[config.mk]
export PLATFORM = sky130hd
export DESIGN_NAME = cap_route
export DESIGN_NICKNAME = d
export VERILOG_FILES = /design/src/rtl/cap_route_pkg.sv /design/src/rtl/cap_cfg_reg.sv /design/src/rtl/cap_edge_bank.sv /design/src/rtl/cap_src_mux.sv /design/src/rtl/cap_prescaler.sv /design/src/rtl/cap_route.sv
export SDC_FILE = /design/constraint.sdc
export NUM_CORES = 1
export LEC_CHECK = 0
export BUFFER_PORTS_ARGS = -buffer_cell sky130_fd_sc_hd__buf_4
export CAP_MARGIN = 20
export CORE_ASPECT_RATIO = 0.9
export CORE_MARGIN = 8
export CORE_UTILIZATION = 45
export CTS_BUF_LIST = sky130_fd_sc_hd__clkbuf_8
export CTS_CLUSTER_DIAMETER = 30
export DETAILED_ROUTE_END_ITERATION = 10
export PLACE_DENSITY = 0.68
export SLEW_MARGIN = 20
export SYNTH_ARGS = -nofsm -noshare
export SYNTH_HDL_FRONTEND = slang
export SYNTH_SLANG_ARGS = --single-unit
[constraint.sdc]
create_clock -name clk -period 2.92 [get_ports clk]
set_input_delay 0.146 -clock clk [delete_from_list [all_inputs] [get_ports clk]]
set_output_delay 0.146 -clock clk [all_outputs]
set_load 0.05 [all_outputs]
[src/rtl/cap_route_pkg.sv]
// Package: shared codes for the capture channel input routing block.
// Assumes a two-bit direction field whose code values are decoded by the
// timer's other logic, so the values below are fixed.
package cap_route_pkg;
    typedef enum logic [1:0] {
        DIR_OUTPUT = 2'b00,
        DIR_OWN    = 2'b01,
        DIR_NBR    = 2'b10,
        DIR_TRIG   = 2'b11
    } dir_e;

    // Index of each candidate event line inside the edge bank.
    localparam int SRC_OWN  = 0;
    localparam int SRC_NBR  = 1;
    localparam int SRC_TRIG = 2;
    localparam int NUM_SRC  = 3;
endpackage

[src/rtl/cap_cfg_reg.sv]
// Module: configuration fields of the channel front end.
// Holds the direction, prescaler and edge-mode fields. The direction field
// is locked while the channel is enabled. The other fields can be written
// at any time. Assumes writes are synchronous single-cycle strobes.
module cap_cfg_reg
    import cap_route_pkg::*;
#(
    parameter int PSC_W = 2
) (
    input  logic             clk,
    input  logic             rst_n,
    input  logic             wr_en,
    input  logic [1:0]       wr_dir,
    input  logic [PSC_W-1:0] wr_psc,
    input  logic             wr_both,
    input  logic             ch_en,
    output dir_e             dir_q,
    output logic [PSC_W-1:0] psc_q,
    output logic             both_q
);
    // Direction field: loaded only while the channel is disabled.
    always_ff @(posedge clk) begin
        if (!rst_n) begin
            dir_q <= DIR_OUTPUT;
        end else if (wr_en && !ch_en) begin
            dir_q <= dir_e'(wr_dir);
        end
    end

    // Prescaler and edge fields: loaded on any write.
    always_ff @(posedge clk) begin
        if (!rst_n) begin
            psc_q  <= '0;
            both_q <= 1'b0;
        end else if (wr_en) begin
            psc_q  <= wr_psc;
            both_q <= wr_both;
        end
    end
endmodule

[src/rtl/cap_edge_bank.sv]
// Module: edge detection for every candidate event line.
// Each line keeps its previous level. An event is a 0-to-1 transition, or
// any transition when both-edge mode is set. Assumes the inputs are already
// synchronous to clk (filtered upstream).
module cap_edge_bank #(
    parameter int N = 3
) (
    input  logic         clk,
    input  logic         rst_n,
    input  logic         both,
    input  logic [N-1:0] lvl,
    output logic [N-1:0] evt
);
    logic [N-1:0] prev_q;

    for (genvar i = 0; i < N; i++) begin : g_line
        // Remember the level of line i from the previous cycle.
        always_ff @(posedge clk) begin
            if (!rst_n) begin
                prev_q[i] <= 1'b0;
            end else begin
                prev_q[i] <= lvl[i];
            end
        end

        // Flag a transition on line i according to the edge mode.
        always_comb begin
            if (both) begin
                evt[i] = lvl[i] ^ prev_q[i];
            end else begin
                evt[i] = lvl[i] & ~prev_q[i];
            end
        end
    end
endmodule

[src/rtl/cap_src_mux.sv]
// Module: picks the event stream that feeds the capture prescaler.
// Output direction gives no events. The trigger line is used only while the
// trigger-select qualifier is set.
module cap_src_mux
    import cap_route_pkg::*;
(
    input  dir_e               dir,
    input  logic               trig_ok,
    input  logic [NUM_SRC-1:0] evt,
    output logic               evt_sel
);
    // Decode the direction code into one event stream.
    always_comb begin
        unique case (dir)
            DIR_OWN:  evt_sel = evt[SRC_OWN];
            DIR_NBR:  evt_sel = evt[SRC_NBR];
            DIR_TRIG: evt_sel = evt[SRC_TRIG] & trig_ok;
            default:  evt_sel = 1'b0;
        endcase
    end
endmodule

[src/rtl/cap_prescaler.sv]
// Module: capture prescaler with a registered strobe.
// Counts events and strobes on every 2^psc-th one. The count is held at zero
// while the channel is disabled. A count at or above the current limit
// strobes on the next event, so a smaller ratio written mid-count takes
// effect at once.
module cap_prescaler #(
    parameter int PSC_W = 2
) (
    input  logic             clk,
    input  logic             rst_n,
    input  logic             en,
    input  logic             evt,
    input  logic [PSC_W-1:0] psc,
    output logic [(1<<PSC_W)-2:0] cnt_q,
    output logic             strobe_q
);
    localparam int CNT_W = (1 << PSC_W) - 1;

    logic [CNT_W:0] ratio;
    logic [CNT_W:0] limit;
    logic           at_limit;

    // Ratio and terminal-count compare for the current prescaler code.
    always_comb begin
        ratio    = (CNT_W+1)'(1) << psc;
        limit    = ratio - (CNT_W+1)'(1);
        at_limit = ({1'b0, cnt_q} >= limit);
    end

    // Event counter and one-cycle strobe.
    always_ff @(posedge clk) begin
        if (!rst_n || !en) begin
            cnt_q    <= '0;
            strobe_q <= 1'b0;
        end else if (evt) begin
            if (at_limit) begin
                cnt_q    <= '0;
                strobe_q <= 1'b1;
            end else begin
                cnt_q    <= cnt_q + CNT_W'(1);
                strobe_q <= 1'b0;
            end
        end else begin
            strobe_q <= 1'b0;
        end
    end
endmodule

[src/rtl/cap_route.sv]
// Module: top of the capture channel input routing block.
// Connects the configuration fields, the edge bank, the source mux and the
// prescaler. Assumes all inputs are synchronous to clk.
module cap_route
    import cap_route_pkg::*;
#(
    parameter int PSC_W = 2
) (
    input  logic             clk,
    input  logic             rst_n,
    input  logic             wr_en,
    input  logic [1:0]       wr_dir,
    input  logic [PSC_W-1:0] wr_psc,
    input  logic             wr_both,
    input  logic             ch_en,
    input  logic             trig_ok,
    input  logic             own_in,
    input  logic             nbr_in,
    input  logic             trig_in,
    output logic             cap_strobe
);
    localparam int CNT_W = (1 << PSC_W) - 1;

    dir_e               cfg_dir;
    logic [PSC_W-1:0]   cfg_psc;
    logic               cfg_both;
    logic [NUM_SRC-1:0] lvl;
    logic [NUM_SRC-1:0] evt;
    logic               evt_sel;
    logic [CNT_W-1:0]   psc_cnt;

    // Pack the candidate lines in bank order.
    always_comb begin
        lvl           = '0;
        lvl[SRC_OWN]  = own_in;
        lvl[SRC_NBR]  = nbr_in;
        lvl[SRC_TRIG] = trig_in;
    end

    cap_cfg_reg #(.PSC_W(PSC_W)) u_cfg (
        .clk     (clk),
        .rst_n   (rst_n),
        .wr_en   (wr_en),
        .wr_dir  (wr_dir),
        .wr_psc  (wr_psc),
        .wr_both (wr_both),
        .ch_en   (ch_en),
        .dir_q   (cfg_dir),
        .psc_q   (cfg_psc),
        .both_q  (cfg_both)
    );

    cap_edge_bank #(.N(NUM_SRC)) u_edges (
        .clk   (clk),
        .rst_n (rst_n),
        .both  (cfg_both),
        .lvl   (lvl),
        .evt   (evt)
    );

    cap_src_mux u_mux (
        .dir     (cfg_dir),
        .trig_ok (trig_ok),
        .evt     (evt),
        .evt_sel (evt_sel)
    );

    cap_prescaler #(.PSC_W(PSC_W)) u_psc (
        .clk      (clk),
        .rst_n    (rst_n),
        .en       (ch_en),
        .evt      (evt_sel),
        .psc      (cfg_psc),
        .cnt_q    (psc_cnt),
        .strobe_q (cap_strobe)
    );
endmodule

# [Word level (Yosys, flattened, before mapping)]
# Cells that the tools add are included.
[totals] regBits=12 out_inout_bits=1 wordCells=37 inputBits=13
[classes] n_addsub=2 muxes=6 bitwise_logic=11 shift=1 order_cmp=1 n_eq_ne=3 reduce_logical=5
[ops] op="AND 1 bit" n=4
[ops] op="== test 2 bit (second input constant)" n=2
[ops] op="greater-or-equal comparator 3 x 4 -> 1 bit" n=1
[ops] op="2-to-1 mux 1 bit" n=4
[ops] op="inverter 1 bit" n=4
[ops] op="<< shifter 1 x 2 -> 4 bit (first input constant)" n=1
[ops] op="subtractor 4 x 1 -> 4 bit (second input constant)" n=1
[ops] op="adder 3 x 1 -> 3 bit (second input constant)" n=1
[ops] op="2-to-1 mux 3 bit" n=1
[ops] op="one-hot mux 1 bit (3 select lines)" n=1
[ops] op="XOR 1 bit" n=3
[ops] op="== test 2 x 1 -> 1 bit (second input constant)" n=1
[ops] op="zero test 1 bit" n=2
[ops] op="OR reduction 2 bit" n=1
[ops] op="logical AND 1 bit" n=1
[ops] op="logical OR 1 bit" n=1

# [Longest topological paths before layout]
# Gate-level depths: netlist of run 1.
[depth] ltp_word=7 mapped_depth=6 mapped_depth_nobuf=6

# [By module]
# Synthesis of run 1 repeated with hierarchy kept, for this count alone.
[hier_totals] hier_cells=70 area_unflattened_um2=678.2
[modules_own_cells] mod="cap_prescaler" cells_each=30 seq_area_each_um2=80.1 instances=1 area_each_um2=289.0
[modules_own_cells] mod="cap_cfg_reg" cells_each=18 seq_area_each_um2=100.1 instances=1 area_each_um2=197.7
[modules_own_cells] mod="cap_edge_bank" cells_each=18 seq_area_each_um2=60.1 instances=1 area_each_um2=168.9
[modules_own_cells] mod="cap_src_mux" cells_each=4 seq_area_each_um2=0.0 instances=1 area_each_um2=22.5

# [Least setup slack after synthesis of run 1]
# No wires, ideal clock.
[synth_timing] kind="flip-flop to flip-flop" start="reg u_cfg.psc_q[0]" end="reg u_psc.cnt_q[2]" setup_time_ns=0.122 t_arrival_ns=1.557 required_ns=2.798 path_slack_ns=1.242 path_buffers=0 path_stages_with_launch=7 cell_sequence="dfxtp_1 -> or2_2 -> ha_1 -> nand2b_1 -> a31oi_1 -> and3b_1 -> o311a_1"
[synth_between] elab_chain_cells=4
[synth_rtl] item="start, declared" line="cap_cfg_reg.sv:18" text="output logic [PSC_W-1:0] psc_q,"
[synth_rtl] item="start signal, assigned" line="cap_cfg_reg.sv:36" text="psc_q <= wr_psc;"
[synth_rtl] item="<< shifter 1 x 2 -> 4 bit" line="cap_prescaler.sv:25" text="ratio = (CNT_W+1)'(1) << psc;"
[synth_rtl] item="subtractor 4 x 1 -> 4 bit" line="cap_prescaler.sv:26" text="limit = ratio - (CNT_W+1)'(1);"
[synth_rtl] item="greater-or-equal comparator 3 x 4 -> 1 bit" line="cap_prescaler.sv:27" text="at_limit = ({1'b0, cnt_q} >= limit);"
[synth_rtl] item="2-to-1 mux 3 bit" line="cap_prescaler.sv:36" text="if (at_limit) begin"
[synth_rtl] item="end signal, assigned" line="cap_prescaler.sv:40" text="cnt_q <= cnt_q + CNT_W'(1);"
[synth_rtl] item="end, declared" line="cap_prescaler.sv:14" text="output logic [(1<<PSC_W)-2:0] cnt_q,"
# No other way between the ends.
# A chain may end at the register's enable or synchronous reset.

# [Worst setup path in the final report of run 1]
# Ends and elaborated chain as after synthesis.

==> results.sh, run 1 <==
export IMPL_synth_largest_area_cell="dfxtp_1"
export IMPL_root_buffer="clkbuf_8"
export IMPL_ir_worst_vdd_mv=0.276
export IMPL_antenna_found_initial=0
export IMPL_max_freq_mhz=559
export IMPL_dpl_hpwl_um=981
export IMPL_yosys_warnings=0
export IMPL_wl_mm=1.22
export IMPL_fp_dieArea_um2=3030
export IMPL_p_leak_uw=0.000397
export IMPL_drc_errors=0
export IMPL_drt_pre_antenna_iters=4
export IMPL_synth_seq_cells=12
export IMPL_drt_first_iter_violations=9
export IMPL_cts_tree="yes"
export IMPL_grt_first_pass_wirelength_mm=2.08
export IMPL_clk_pin_slew_worst_paths_ns=0.05
export IMPL_grt_max_degree=15
export IMPL_via_per_inst=5.27
export IMPL_start_util_pct=47.9
export IMPL_fp_dieW_um=57.1
export IMPL_vias=532
export IMPL_cts_repair_resized=0
export IMPL_netlist_area_um2=686
export IMPL_finalSetupViolations=0
export IMPL_synth_net_count=90
export IMPL_ys_types=22
export IMPL_hold_class="in2reg"
export IMPL_fin_crit_sh_pct=61.3
export IMPL_cts_htree_levels=1
export IMPL_hold_viol=0
export IMPL_cts_setup_buffers=0
export IMPL_slew_viol_final=0
export IMPL_post_route_min_period_ns=1.79
export IMPL_timing_critical_path_from_type="flop"
export IMPL_final_cell_area_um2=853
export IMPL_overflow=0
export IMPL_worstSetupPathType="reg2reg"
export IMPL_die_y_um=53.0
export IMPL_cp_num_buf_inv=0
export IMPL_cts_sinks=12
export IMPL_pin_count=14
export IMPL_synth_area_top_cells="dfxtp_1, ha_1, mux2i_1, nor2b_1, or2b_1"
export IMPL_routedWlPerCell_um=12.1
export IMPL_drv_cap=0
export IMPL_end_kind="flop"
export IMPL_slowest_stage="a31oi_1"
export IMPL_gp_congestion=0.735
export IMPL_ant_nets=0
export IMPL_tightest_slew_ns=0.466
export IMPL_drive_gt1_share_pct=26.7
export IMPL_crit_family="simple AND/OR/NAND/NOR gates"
export IMPL_ys_async_sr_fraction_pct=0
export IMPL_io_buffers=13
export IMPL_slew_headroom_pct=68.7
export IMPL_yosysTopAreaCellShare_pct=35.0
export IMPL_syn_instance_count=70
export IMPL_worstPathMaxFanout=5
export IMPL_synth_edf_count=0
export IMPL_syn2layout_area_growth_pct=24.5
export IMPL_clockBufferDepth=2
export IMPL_antenna_cells=0
export IMPL_post_dp_cell_area_um2=798
export IMPL_finClkSkew_ns=0.00125
export IMPL_r2r_slack_ns=1.13
export IMPL_row_count=13
export IMPL_first_global_vias=506
export IMPL_rsz0062_at_grt="false"
export IMPL_coreArea_um2=1430
export IMPL_seq_area_frac_synth_pct=35.0
export IMPL_outcome="finished, final reports clean"
export IMPL_setup_tns_ns=0
export IMPL_required_ns=3.10
export IMPL_cts_hold_buf=0
export IMPL_synth_area_per_cell_um2=9.80
export IMPL_synthTopCellsByCount="dfxtp_1, ha_1, mux2i_1, nor2b_1, inv_1"
export IMPL_cts_buffers=3
export IMPL_slowest_delay_ns=0.35
export IMPL_synth_most_common_cell="dfxtp_1"
export IMPL_crit_arrival_ns=1.97
export IMPL_fin_nets=107
export IMPL_cp_cell_sequence="or2_2 > ha_1 > nand2b_1 > a31oi_1 > and3b_1 > o311a_1"
export IMPL_grt_use_total_pct=8.55
export IMPL_synth_flop_cell="dfxtp_1"
export IMPL_clk_latency_ns=0.24
export IMPL_powerDensity_nw_per_um2=472
## layout by cell type, fill, tap and decap left out
cell	instances
nand2_1	2
clkbuf_8	4
and2_1	3
buf_4	13
ha_1	7
nand2b_2	2
and3b_1	1
mux2i_1	7
dfxtp_1	12
a21o_1	1
inv_1	5
a31oi_1	1
or2_2	1
nand3_1	3
a21oi_4	1
or2b_1	4
o311a_1	2
nor3_1	2
nand2b_1	3
nor4b_1	1
a21oi_2	2
nand4_1	2
nor2b_1	7
## cell families after synthesis
logic type	after synthesis	synth area share, %
AND/OR/NAND/NOR	31	28.8
flip-flops	12	35.0
AO/OA/AOI/OAI	7	9.86
multiplexers	7	10.2
adder cells (fa/ha/maj)	7	12.8
buffers and inverters	6	3.28
## power breakdown
group | internal (µW) | switching (µW) | leakage [µW] | total [µW]
registers | 170 | 4.38 | 0.0000984 | 175
logic | 28.1 | 22.7 | 0.000270 | 50.8
clock network | 119 | 58.2 | 0.0000288 | 177
## worst paths after layout
kind,startpoint,endpoint,cells past startpoint
setup reg to reg,u_cfg.psc_q[0]$_SDFFE_PN0P_,u_psc.cnt_q[2]$_SDFFE_PP0P_,6
hold / removal,own_in,u_edges.prev_q[0]$_SDFF_PN0_,2
setup / recovery,u_cfg.psc_q[0]$_SDFFE_PN0P_,u_psc.cnt_q[2]$_SDFFE_PP0P_,6
hold reg to reg,u_psc.cnt_q[0]$_SDFFE_PP0P_,u_psc.cnt_q[0]$_SDFFE_PP0P_,2
## registers in the layout (all words and copies together), names as in the netlist
signal,count
u_cfg.dir_q,2
u_cfg.both_q,1
u_psc.strobe_q,1
u_cfg.psc_q,2
u_edges.prev_q,3
u_psc.cnt_q,3
## metal layers
layer	global-route usage, %	up-vias	wire (µm)	part of all wire [%]
met5	0	-	0	0
li1	-	275	-	-
met2	13.9	12	566	46
met3	5.02	0	84	6.9
met1	9.34	245	573	47
met4	2.34	0	0	0
## final cells by class
type	instances	area [µm²]
Tap cell	15	18.8
Timing Repair Buffer	13	97.6
Fill cell	133	578
Clock buffer	4	55.1
Multi-Input combinational cell	52	423
Inverter	5	18.8
Sequential cell	12	240
## stage by stage
stage | total power [µW] | instances | hold slack [ns] | setup WS [ns] | util, %
floorplan | 207 | 70 | 0.273 | 1.24 | -
global placement | 228 | 97 | 0.366 | 1.18 | 55.8
detailed placement | 230 | 97 | 0.372 | 1.15 | 55.8
CTS | 411 | 101 | 0.124 | 1.13 | 59.6
global route | 427 | 101 | 0.132 | 1.06 | 59.6
finish | 403 | 101 | 0.129 | 1.13 | 59.6
Note: power is estimated with default switching activity, not from simulation.
==> run 2, diff against run 1 <==
Settings changed: PLACE_DENSITY 0.68 to 0.7.
Clock period 2.92 ns to 1.6 ns, I/O delays scaled along.
==> run 2 against run 1 <==
Against the previous run:
- cell area grew 7.9%
- non-clock buffer count grew 2
- register-to-register slack lost 1.1 ns
- routed wire length grew 5.6%
- clock-buffer cell count is the same
- worst setup slack lost 1.1 ns
- die area is the same
- combinational power grew 120%
- largest cell class unchanged
- sequential share of layout area shrank 1.8 points
==> results.sh, run 2 (same netlist as run 1, synthesis figures left out) <==
export IMPL_worstPathMaxFanout=3
export IMPL_fin_nets=109
export IMPL_antenna_found_initial=0
export IMPL_worstSetupPathType="reg2reg"
export IMPL_clk_latency_ns=0.24
export IMPL_rr_worst_depth=6
export IMPL_syn2layout_area_growth_pct=34.3
export IMPL_grt_max_degree=15
export IMPL_r2r_slack_ns=0.02
export IMPL_timing_final_ws_setup_ns=0.0154
export IMPL_io_buffers=13
export IMPL_pre_cts_slack_ns=-0.00744
export IMPL_cts_tree="yes"
export IMPL_required_ns=1.73
export IMPL_row_count=13
export IMPL_largestRegisters="u_edges.prev_q: 3 flops, u_psc.cnt_q: 3 flops"
export IMPL_whs_path_depth=2
export IMPL_post_route_min_period_ns=1.58
export IMPL_final_cell_area_um2=921
export IMPL_end_kind="flop"
export IMPL_ir_worst_vdd_mv=0.580
export IMPL_grt_first_pass_wirelength_mm=2.33
export IMPL_coreArea_um2=1430
export IMPL_gp_congestion=0.745
export IMPL_first_global_vias=563
export IMPL_layout_cells_non_filler=103
export IMPL_nFillCells=136
export IMPL_routedWlPerCell_um=12.5
export IMPL_clockBufferDepth=2
export IMPL_powerDensity_nw_per_um2=826
export IMPL_finClkSkew_ns=0.00188
export IMPL_seqCellArea_um2=243
export IMPL_cts_hold_buf=0
export IMPL_dp_cells=99
export IMPL_min_delay_start="nbr_in"
export IMPL_drc_errors=0
export IMPL_slew_headroom_pct=83.5
export IMPL_rsz0062_at_grt="true"
export IMPL_vias=548
export IMPL_fin_crit_sh_pct=99.0
export IMPL_clk_pin_slew_worst_paths_ns=0.05
export IMPL_outcome="finished, final reports clean"
export IMPL_dpl_hpwl_mm=1.03
export IMPL_start_util_pct=47.9
export IMPL_die_y_um=53.0
export IMPL_via_per_inst=5.32
export IMPL_wl_mm=1.29
export IMPL_holdWs_ns=0.0580
export IMPL_drive_gt1_share_pct=35.2
export IMPL_final_common_cell="buf_4"
export IMPL_cts_htree_levels=1
export IMPL_max_freq_mhz=631
export IMPL_crit_arrival_ns=1.71
export IMPL_root_buffer="clkbuf_8"
export IMPL_ant_nets=0
export IMPL_pin_count=14
export IMPL_post_dp_cell_area_um2=852
export IMPL_min_to="u_edges.prev_q[1]$_SDFF_PN0_"
export IMPL_tightest_slew_ns=0.245
export IMPL_drv_cap=0
export IMPL_setup_tns_ns=0
export IMPL_finalSetupViolations=0
export IMPL_drt_pre_antenna_iters=3
export IMPL_drt_first_iter_violations=3
export IMPL_fp_dieArea_um2=3030
export IMPL_grt_use_total_pct=9.68
export IMPL_timing_critical_path_from_type="flop"
export IMPL_multi_input_area_um2=473
export IMPL_hold_viol=0
export IMPL_antenna_cells=0
export IMPL_cts_buffers=3
export IMPL_rr_startpoint="u_cfg.psc_q[0]$_SDFFE_PN0P_"
export IMPL_fp_dieW_um=57.1
export IMPL_cts_sinks=12
export IMPL_p_leak_uw=0.000419
export IMPL_final_cell_mix="buf_4, dfxtp_1, mux2i_1, nor2b_1"
export IMPL_cts_setup_buffers=0
export IMPL_worstReg2RegEnd="u_psc.cnt_q[2]$_SDFFE_PP0P_"
export IMPL_hold_class="in2reg"
export IMPL_overflow=0
export IMPL_slew_viol_final=0
## run 2: how the worst max path moves through the flow
stage | start | end | cells past startpoint
CTS | u_cfg.psc_q[0]$_SDFFE_PN0P_ | u_psc.cnt_q[2]$_SDFFE_PP0P_ | 6
detailed placement | u_cfg.psc_q[1]$_SDFFE_PN0P_ | u_psc.cnt_q[2]$_SDFFE_PP0P_ | 6
floorplan | u_cfg.psc_q[1]$_SDFFE_PN0P_ | u_psc.cnt_q[2]$_SDFFE_PP0P_ | 6
finish | u_cfg.psc_q[0]$_SDFFE_PN0P_ | u_psc.cnt_q[2]$_SDFFE_PP0P_ | 6
global placement | u_cfg.psc_q[1]$_SDFFE_PN0P_ | u_psc.cnt_q[2]$_SDFFE_PP0P_ | 6
global route | u_cfg.psc_q[0]$_SDFFE_PN0P_ | u_psc.cnt_q[2]$_SDFFE_PP0P_ | 6
## run 2: timing repair
| item | 4_1_cts | 5_1_grt |
|---|---|---|
| gates resized for setup | 0 | 2 |
| cloned | 0 | 0 |
| pin swaps | 3 | 0 |
| endpoints found under the setup margin | 1 | 3 |
## run 2: metrics by stage
step                      power [µW]  util [%]
after floorplan                  394         -
after global placement           437      59.5
after detailed placement         441      59.5
after CTS                        773      63.4
after global routing             806      64.3
final                            761      64.3
## run 2: layout make-up
class | count | area share (%)
inverter | 5 | 2.04
timing repair buffer | 15 | 12.2
clock buffer | 4 | 5.98
multi-input combinational | 52 | 51.4
tap | 15 | 2.04
sequential | 12 | 26.4
## run 2: worst max-delay path, cell delays in order (launching register included)
cell and delay [ns]:
dfxtp_2 0.32, or2_4 0.25, ha_4 0.26, nand2b_4 0.11, a31oi_4 0.08, o311a_1 0.12
o311a_1 0.34
## run 2: report_power, final
| part | total [µW] | switching, µW | internal [µW] | leakage [µW] |
|---|---|---|---|---|
| combinational | 114 | 47.3 | 67.1 | 0.000291 |
| clock | 327 | 110 | 217 | 0.0000288 |
| sequential | 319 | 7.90 | 311 | 0.0000991 |
## run 2: routing by layer
metal | global-route usage (%) | vias to the layer above | share of wire [%] | wire [µm]
met5 | 0 | - | 0 | 0
met4 | 3.52 | 0 | 0.85 | 11
met3 | 5.02 | 2 | 6.4 | 83
met2 | 16.2 | 13 | 46 | 589
met1 | 10.3 | 252 | 47 | 608
li1 | - | 281 | - | -
==> run 3, diff against run 2 <==
Settings changed: BUFFER_PORTS_ARGS -buffer_cell sky130_fd_sc_hd__buf_4 to -buffer_cell sky130_fd_sc_hd__buf_2.
==> run 3 against run 2 <==
Against the previous run:
- the flow now finishes with violations (negative setup slack)
- clock skew is 0.0016 ns higher
- cell area is 2.9% lower
- cell count is 0.97% higher
- critical path type unchanged
- critical endpoint unchanged
- largest cell class unchanged
- highest routed layer unchanged
==> results.sh, run 3 (same netlist as run 1, synthesis figures left out) <==
export IMPL_first_global_vias=553
export IMPL_io_buffers=13
export IMPL_p_comb_share_pct=14.1
export IMPL_cts_hold_buf=0
export IMPL_crit_arrival_ns=1.75
export IMPL_syn2layout_area_growth_pct=30.5
export IMPL_slew_headroom_pct=82.0
export IMPL_row_count=13
export IMPL_worstReg2RegEnd="u_psc.cnt_q[2]$_SDFFE_PP0P_"
export IMPL_path_common_cell="o311a_1"
export IMPL_largestRegisters="u_edges.prev_q: 3 flops, u_psc.cnt_q: 3 flops"
export IMPL_final_cell_mix="buf_2, dfxtp_1, mux2i_1, nor2b_1"
export IMPL_required_ns=1.73
export IMPL_grt_use_total_pct=10.0
export IMPL_sequentialPowerShare_pct=41.9
export IMPL_end_kind="flop"
export IMPL_fp_dieW_um=57.1
export IMPL_grt_max_degree=15
export IMPL_clk_pin_slew_worst_paths_ns=0.06
export IMPL_drt_first_iter_violations=1
export IMPL_via_per_inst=5.14
export IMPL_drt_pre_antenna_iters=3
export IMPL_rr_startpoint="u_cfg.psc_q[1]$_SDFFE_PN0P_"
export IMPL_rr_worst_depth=6
export IMPL_holdWs_ns=0.0591
export IMPL_post_route_min_period_ns=1.62
export IMPL_cts_buffers=3
export IMPL_slowest_stage="o311a_1"
export IMPL_die_y_um=53.0
export IMPL_r2r_slack_ns=-0.02
export IMPL_vias=535
export IMPL_p_sw_uw=174
export IMPL_slowest_delay_ns=0.36
export IMPL_drv_cap=0
export IMPL_antenna_cells=0
export IMPL_finalSetupViolations=1
export IMPL_tightest_slew_ns=0.266
export IMPL_pin_count=14
export IMPL_drt_met1_wl_um=626
export IMPL_fp_dieArea_um2=3030
export IMPL_drive_gt1_share_pct=34.8
export IMPL_final_common_cell="buf_2"
export IMPL_grt_first_pass_wirelength_mm=2.35
export IMPL_cts_htree_levels=1
export IMPL_clock_power_share_pct=43.9
export IMPL_setup_tns_ns=-0.0190
export IMPL_timing_final_ws_setup_ns=-0.0190
export IMPL_p_leak_uw=0.000414
export IMPL_p_int_uw=589
export IMPL_wl_mm=1.36
export IMPL_dr_wl_met2_um=620
export IMPL_cts_sinks=12
export IMPL_fin_nets=110
export IMPL_cp_cell_sequence="or2_4 > ha_4 > nand2b_4 > a31oi_4 > o311a_1 > o311a_1"
export IMPL_sw_frac_of_total_pct=22.8
export IMPL_dpl_hpwl_mm=1.04
export IMPL_worstPathMaxFanout=4
export IMPL_hold_class="in2reg"
export IMPL_antenna_found_initial=0
export IMPL_finClkSkew_ns=0.00345
export IMPL_worstSetupStartpoint="u_cfg.psc_q[1]$_SDFFE_PN0P_"
export IMPL_drc_errors=0
export IMPL_worstSetupPathType="reg2reg"
export IMPL_timing_critical_path_from_type="flop"
export IMPL_ant_nets=0
export IMPL_root_buffer="clkbuf_8"
export IMPL_cp_endpoint="u_psc.cnt_q[2]$_SDFFE_PP0P_"
export IMPL_gp_congestion=0.726
export IMPL_outcome="finished, violations left"
export IMPL_wl_met3_um=88
export IMPL_hold_viol=0
export IMPL_min_delay_start="nbr_in"
export IMPL_overflow=0
export IMPL_slew_viol_final=0
export IMPL_rsz0062_at_grt="true"
export IMPL_fin_crit_sh_pct=101
export IMPL_routedWlPerCell_um=13.0
export IMPL_coreArea_um2=1430
export IMPL_cts_tree="yes"
export IMPL_start_util_pct=47.9
export IMPL_ir_worst_vdd_mv=0.497
export IMPL_clk_latency_ns=0.24
export IMPL_violations="negative setup slack"
export IMPL_highest_layer="met4"
export IMPL_clockBufferDepth=2
export IMPL_powerDensity_nw_per_um2=852
export IMPL_max_freq_mhz=618
-- run 3: worst max-delay path: cells and delay by family (launching register included) --
family          cells  cell delay, ns
compound gates      3            0.56
fa+ha+maj           1            0.26
flops               1            0.33
simple gates        2            0.36
-- run 3: area by class of cell --
class / instances / area [µm²]
clock buffer: 4 / 55.1
inverter: 5 / 18.8
fill: 132 / 537
timing repair buffer: 16 / 87.6
tap: 15 / 18.8
sequential: 12 / 241
multi-input combinational: 52 / 473
-- run 3: through the flow --
step                      util, %  setup slack (ns)  area (µm²)  instances  total power (µW)
after floorplan                 -            0.0227         724         70               394
after global placement       57.3            0.0200         820         99               428
after detailed placement     57.3          -0.00710         820         99               432
after CTS                    61.6          -0.00736         882        104               770
after global routing         62.5           -0.0596         895        104               804
final                        62.5           -0.0190         895        104               762
-- run 3: repair_timing --
action / 4_1_cts / 5_1_grt
buffers inserted: 1 / 0
endpoints found under the setup margin: 1 / 3
cloned: 0 / 0
pin swaps: 2 / 0
resized for setup: 0 / 1
-- run 3: layer usage --
metal | up-vias | GRT usage, %
met5 | - | 0
met4 | 0 | 4.69
met3 | 5 | 5.98
met2 | 12 | 16.6
met1 | 232 | 9.96
li1 | 286 | -
-- run 3: how the worst min path moves through the flow --
stage	endpoint	slack (ns)	depth (start not counted)
after floorplan	u_psc.strobe_q$_SDFF_PP0_	0.21	2
after global placement	u_edges.prev_q[0]$_SDFF_PN0_	0.30	2
after detailed placement	u_edges.prev_q[2]$_SDFF_PN0_	0.31	2
after CTS	u_edges.prev_q[2]$_SDFF_PN0_	0.06	2
after global routing	u_edges.prev_q[0]$_SDFF_PN0_	0.06	2
final	u_edges.prev_q[1]$_SDFF_PN0_	0.06	2
-- run 3: power groups by stage --
stage               combinational [µW]  sequential, µW  clock [µW]
finish                             108             320         335
global route                       122             322         361
CTS                                109             319         342
detailed placement                 106             326           0
global placement                   103             325           0
floorplan                         69.3             324           0
